## src/rtl/xing_pkg.sv

```systemverilog
package xing_pkg;
  localparam int NUM_SIGNALS = 2;
  localparam int NUM_PHASES  = 2 * NUM_SIGNALS;
  localparam int LAMP_W      = 3;

  localparam int BIT_RED = 0;
  localparam int BIT_YEL = 1;
  localparam int BIT_GRN = 2;

  typedef logic [LAMP_W-1:0] lamp_t;

  localparam lamp_t LAMP_RED = lamp_t'(1 << BIT_RED);
  localparam lamp_t LAMP_YEL = lamp_t'(1 << BIT_YEL);
  localparam lamp_t LAMP_GRN = lamp_t'(1 << BIT_GRN);
endpackage

```

## src/rtl/xing_phase_ring.sv

```systemverilog
// One flip-flop per phase. Even phases are green phases and leave on a
// high pacing level; odd phases are yellow phases and leave on a low level.
module xing_phase_ring #(
  parameter int NUM = 4
) (
  input  logic           clk,
  input  logic           rst,
  input  logic           pace,
  output logic [NUM-1:0] phase_q,
  output logic [NUM-1:0] phase_d
);
  for (genvar i = 0; i < NUM; i++) begin : g_flop
    localparam int  PREV       = (i + NUM - 1) % NUM;
    localparam bit  EXIT_HI    = ((i % 2) == 0);
    localparam bit  PREV_EXIT  = ((PREV % 2) == 0);
    localparam bit  RESET_VAL  = (i == 0);

    logic stay, enter;
    assign stay  = phase_q[i]    & (pace != EXIT_HI);
    assign enter = phase_q[PREV] & (pace == PREV_EXIT);
    assign phase_d[i] = stay | enter;

    always_ff @(posedge clk) begin
      if (rst) phase_q[i] <= RESET_VAL;
      else     phase_q[i] <= phase_d[i];
    end
  end
endmodule

```

## src/rtl/xing_lamp_decode.sv

```systemverilog
// Signal SIDE owns phase 2*SIDE (green) and 2*SIDE+1 (yellow); red otherwise.
module xing_lamp_decode
  import xing_pkg::*;
#(
  parameter int NUM  = 4,
  parameter int SIDE = 0
) (
  input  logic [NUM-1:0] phase,
  output lamp_t          lamp
);
  localparam int GRN_PH = 2 * SIDE;
  localparam int YEL_PH = 2 * SIDE + 1;

  always_comb begin
    lamp          = '0;
    lamp[BIT_GRN] = phase[GRN_PH];
    lamp[BIT_YEL] = phase[YEL_PH];
    lamp[BIT_RED] = ~(phase[GRN_PH] | phase[YEL_PH]);
  end
endmodule

```

## src/rtl/xing_sequencer.sv

```systemverilog
module xing_sequencer
  import xing_pkg::*;
(
  input  logic       clk,
  input  logic       rst,
  input  logic       pace,
  output logic [2:0] sig_a_lamp,
  output logic [2:0] sig_b_lamp
);
  logic [NUM_PHASES-1:0] phase_q;
  logic [NUM_PHASES-1:0] phase_d;
  lamp_t                 lamp_q [NUM_SIGNALS];

  xing_phase_ring #(.NUM(NUM_PHASES)) u_ring (
    .clk     (clk),
    .rst     (rst),
    .pace    (pace),
    .phase_q (phase_q),
    .phase_d (phase_d)
  );

  // Lamp registers are loaded from the next phase so they change on the
  // same edge as the phase flops.
  for (genvar s = 0; s < NUM_SIGNALS; s++) begin : g_sig
    lamp_t lamp_next;

    xing_lamp_decode #(.NUM(NUM_PHASES), .SIDE(s)) u_dec (
      .phase (phase_d),
      .lamp  (lamp_next)
    );

    always_ff @(posedge clk) begin
      if (rst) lamp_q[s] <= (s == 0) ? LAMP_GRN : LAMP_RED;
      else     lamp_q[s] <= lamp_next;
    end
  end

  assign sig_a_lamp = lamp_q[0];
  assign sig_b_lamp = lamp_q[1];
endmodule

```

## config.mk

```make
export PLATFORM = sky130hd
export DESIGN_NAME = xing_sequencer
export DESIGN_NICKNAME = d
export VERILOG_FILES = /design/src/rtl/xing_pkg.sv /design/src/rtl/xing_phase_ring.sv /design/src/rtl/xing_lamp_decode.sv /design/src/rtl/xing_sequencer.sv
export SDC_FILE = /design/constraint.sdc
export NUM_CORES = 1
export LEC_CHECK = 0
export CORE_AREA = 8 8 45 47
export DETAILED_ROUTE_END_ITERATION = 10
export DIE_AREA = 0 0 53 55
export RECOVER_POWER = 50
export REMOVE_ABC_BUFFERS = 1
export SYNTH_ARGS = -nofsm -noshare
export SYNTH_HDL_FRONTEND = slang
export SYNTH_SLANG_ARGS = --single-unit
```

## constraint.sdc

```tcl
create_clock -name clk -period 0.8 [get_ports clk]
set_input_delay 0.08 -clock clk [delete_from_list [all_inputs] [get_ports clk]]
set_output_delay 0.08 -clock clk [all_outputs]
set_load 0.02 [all_outputs]
```

==> impl_metrics.csv, run 1 <==
group,metric,value,unit
status,status,"finished, violations left",
status,failed_checks,"setup timing",
sta,slew_violations,0,
place,dpl.hpwl,383,um
synth,synthCells,19,
critical_path,worstSetupStartpointType,"flop",
layout,syn2layout_area_growth,94.4,%
synth,synth-seq-cells,6,
route,route.detailed.drc,0,
floorplan,core-area,1380,sq um
synth,synth_seq_area_share,59.6,%
min_path,holdPathEnd,"lamp_q[1][2]$_SDFF_PP0_",
critical_path,cp.arrival,1.03,ns
synth,yosys.area.top_type_share,59.6,%
route,firstDrtPassIters,2,
critical_path,r2r_slack,-0.06,ns
sta,rsz0062_at_grt,"true",
synth,synth.distinct_cells,8,
place,dpl.cell_count,49,
flow_run,drv_cap,0,
global_route,grt_use_total,4.43,%
floorplan,die_y,55,um
clock_tree,clock-sinks,6,
critical_path,path_cells,"buf_6 > mux2_2 > o21bai_1",
power,swShare,23.4,%
power,power_density,1840,nW/um^2
global_route,grt_antenna_before_repair,0,
layout,fill_cells,155,
power,power.leakage,0.178,nW
synth,netlist_top_cells_area,"dfxtp_1 (60%), nor2_1 (11%), a2111oi_2 (7.5%)",
sta,worst_pin_slew,0.242,ns
floorplan,rows,14,
power,p_switching,0.168,mW
global_route,grt_start_max_net_pins,5,
layout,instances_no_fill,53,
place,port_buffers,8,
clock_tree,path_clk_slew,0.05,ns
layout,n_antenna_cell,0,
place,place.gp.congestion,0.655,
critical_path,critPathKind,"flop to flop",
clock_tree,cts_buffers,3,
clock_tree,root_buffer,"clkbuf_4",
sta,fin_crit_sh,108,%
clock_tree,clock_tree.buffer_depth,2,
power,power_frac_seq,44.9,%
power,irDropWorstVdd,0.000538,V
synth,ys_warn_count,0,
critical_path,reg2reg_to,"lamp_q[1][0]$_SDFF_PP1_",
sta,max_clock_freq,1.16,GHz
global_route,grt_overflow,0,
power,internal-power,0.551,mW
power,pwr-share-comb,16.8,%
floorplan,ios,9,
route,viasPerCell,3.72,
route,routed_wl,514,um
clock_tree,cts_tree,"yes",
sta,finalHoldViolations,0,
critical_path,required,0.97,ns
critical_path,cp-end-kind,"flop",
route,antenna_left,0,
route,vias,197,
layout,final_core_util,28.3,%
place,post-place-ws,-0.336,ns
floorplan,die_area,2920,sq um
layout,drive_above_1_share,59.5,%
min_path,hold_path.class,"primary input to flop",
floorplan,fp.dieW,53,um
global_route,grt_pass1_vias,199,
min_path,min_from,"pace",
sta,max_slew_margin,83.8,%
critical_path,path_max_fanout,4,
clock_tree,cts_max_level,1,
critical_path,slowest_stage,"dfxtp_2",
sta,worst_clock_skew,0.00204,ns
clock_tree,clock_latency,0.24,ns
layout,final_nets,42,
route,wl_per_cell,9.70,um
synth,synth_top_cell_by_area,"dfxtp_1",
critical_path,rr_startpoint,"lamp_q[0][1]$_SDFF_PP0_",
global_route,grt_pass1_wl,828,um
layout,final_common_cell,"buf_4",
min_path,hold_path_depth,3,
sta,setup_violations,3,
floorplan,initial_core_util,14.6,%
synth,synth_area_per_cell,10.6,sq um
layout,layout_common_cells,"buf_4 (7), nor2_1 (5), buf_6 (5), dfxtp_1 (4), clkbuf_4 (3)",
route,first_iter_violations,1,
critical_path,r2r_cells,3,
sta,layout_min_cycle_time,0.862,ns
power,power_frac_clock,38.3,%
critical_path,slowest_delay,0.32,ns
sta,fin_ws,-0.0617,ns
synth,synth_area,201,sq um
[metrics by stage]
step           power (mW)  hold WS (ns)  cell area [sq um]  TNS (ns)
2_1_floorplan       0.369         0.157                201    -0.137
3_3_place_gp        0.438         0.516                347     -2.33
3_5_place_dp        0.438         0.515                347     -2.39
4_1_cts             0.723         0.315                367    -0.187
5_1_grt             0.771         0.339                392    -0.354
6_report            0.719         0.313                392    -0.125
[state kept, by name (all words and copies together) (netlist names)]
name	count
lamp_q	5
u_ring.phase_q	1
[power by group through the flow]
stage	registers (mW)	clock network [mW]	logic, mW
final	0.323	0.276	0.121
after global routing	0.324	0.316	0.131
after CTS	0.322	0.292	0.110
after detailed placement	0.326	0	0.113
after global placement	0.325	0	0.113
after floorplan	0.348	0	0.0204
[worst max-delay path, delay by kind of cell (launching register included)]
| kind | cells | cell delay [ns] |
|---|---|---|
| compound gates | 1 | 0.12 |
| buf+inv | 1 | 0.11 |
| mux | 1 | 0.25 |
| flops | 1 | 0.32 |
[cell families (layout without fill, tap and decap cells)]
| logic type | Yosys count | in the layout | share of synthesized area, % |
|---|---|---|---|
| buffers and inverters | 0 | 18 | 0 |
| AO/OA/AOI/OAI | 3 | 3 | 14.9 |
| AND/OR/NAND/NOR | 9 | 9 | 19.9 |
| flip-flops | 6 | 6 | 59.6 |
| multiplexers | 1 | 1 | 5.59 |
[synthesized netlist by cell type]
| cell | count |
|---|---|
| dfxtp_1 | 6 |
| nor2_1 | 6 |
| o21bai_1 | 2 |
| a2111oi_2 | 1 |
| mux2_2 | 1 |
| nand2b_1 | 1 |
| nor2b_1 | 1 |
| nor3_1 | 1 |
[per-layer routing]
layer | up-vias | track usage (%) | routed length, um
li1 | 101 | - | -
met1 | 89 | 3.51 | 171
met2 | 7 | 5.86 | 261
met3 | 0 | 4.28 | 81
met4 | 0 | 5.17 | 0
met5 | - | 0 | 0
[final cells by class]
cell class,count,area [sq um],share of cell area (%)
repair buffers,15,133,33.9
clock buffers,3,22.5,5.75
multi-input cells,13,93.8,24.0
well taps,16,20.0,5.11
flip-flops and latches,6,123,31.3
[worst max-delay path by stage]
stage                            start                      end  slack, ns  cells past startpoint
2_1_floorplan  lamp_q[1][1]$_SDFF_PP0_  lamp_q[0][0]$_SDFF_PP0_      -0.08                      2
3_3_place_gp                      pace  lamp_q[1][0]$_SDFF_PP1_      -0.31                      3
3_5_place_dp                      pace  lamp_q[1][0]$_SDFF_PP1_      -0.34                      3
4_1_cts        lamp_q[0][1]$_SDFF_PP0_  lamp_q[1][0]$_SDFF_PP1_       -0.1                      3
5_1_grt        lamp_q[0][1]$_SDFF_PP0_  lamp_q[0][0]$_SDFF_PP0_      -0.11                      2
6_report       lamp_q[0][1]$_SDFF_PP0_  lamp_q[1][0]$_SDFF_PP1_      -0.06                      3
[timing repair]
item                       4_1_cts  5_1_grt
resized for setup               33        9
setup endpoints to repair        8        9
buffers inserted                 1        0
hold buffers                     0        0
pin swaps                        2        1
(Power assumes the default switching activity.)
==> run 2: changes to the inputs <==
--- a/config.mk
+++ b/config.mk
@@ -5,6 +5,7 @@
 export SDC_FILE = /design/constraint.sdc
 export NUM_CORES = 1
 export LEC_CHECK = 0
+export CAP_MARGIN = 0
 export CORE_AREA = 8 8 45 47
 export DETAILED_ROUTE_END_ITERATION = 10
 export DIE_AREA = 0 0 53 55
==> results of run 2 <==
Final layout, timing and power as in run 1 (identical DEF).
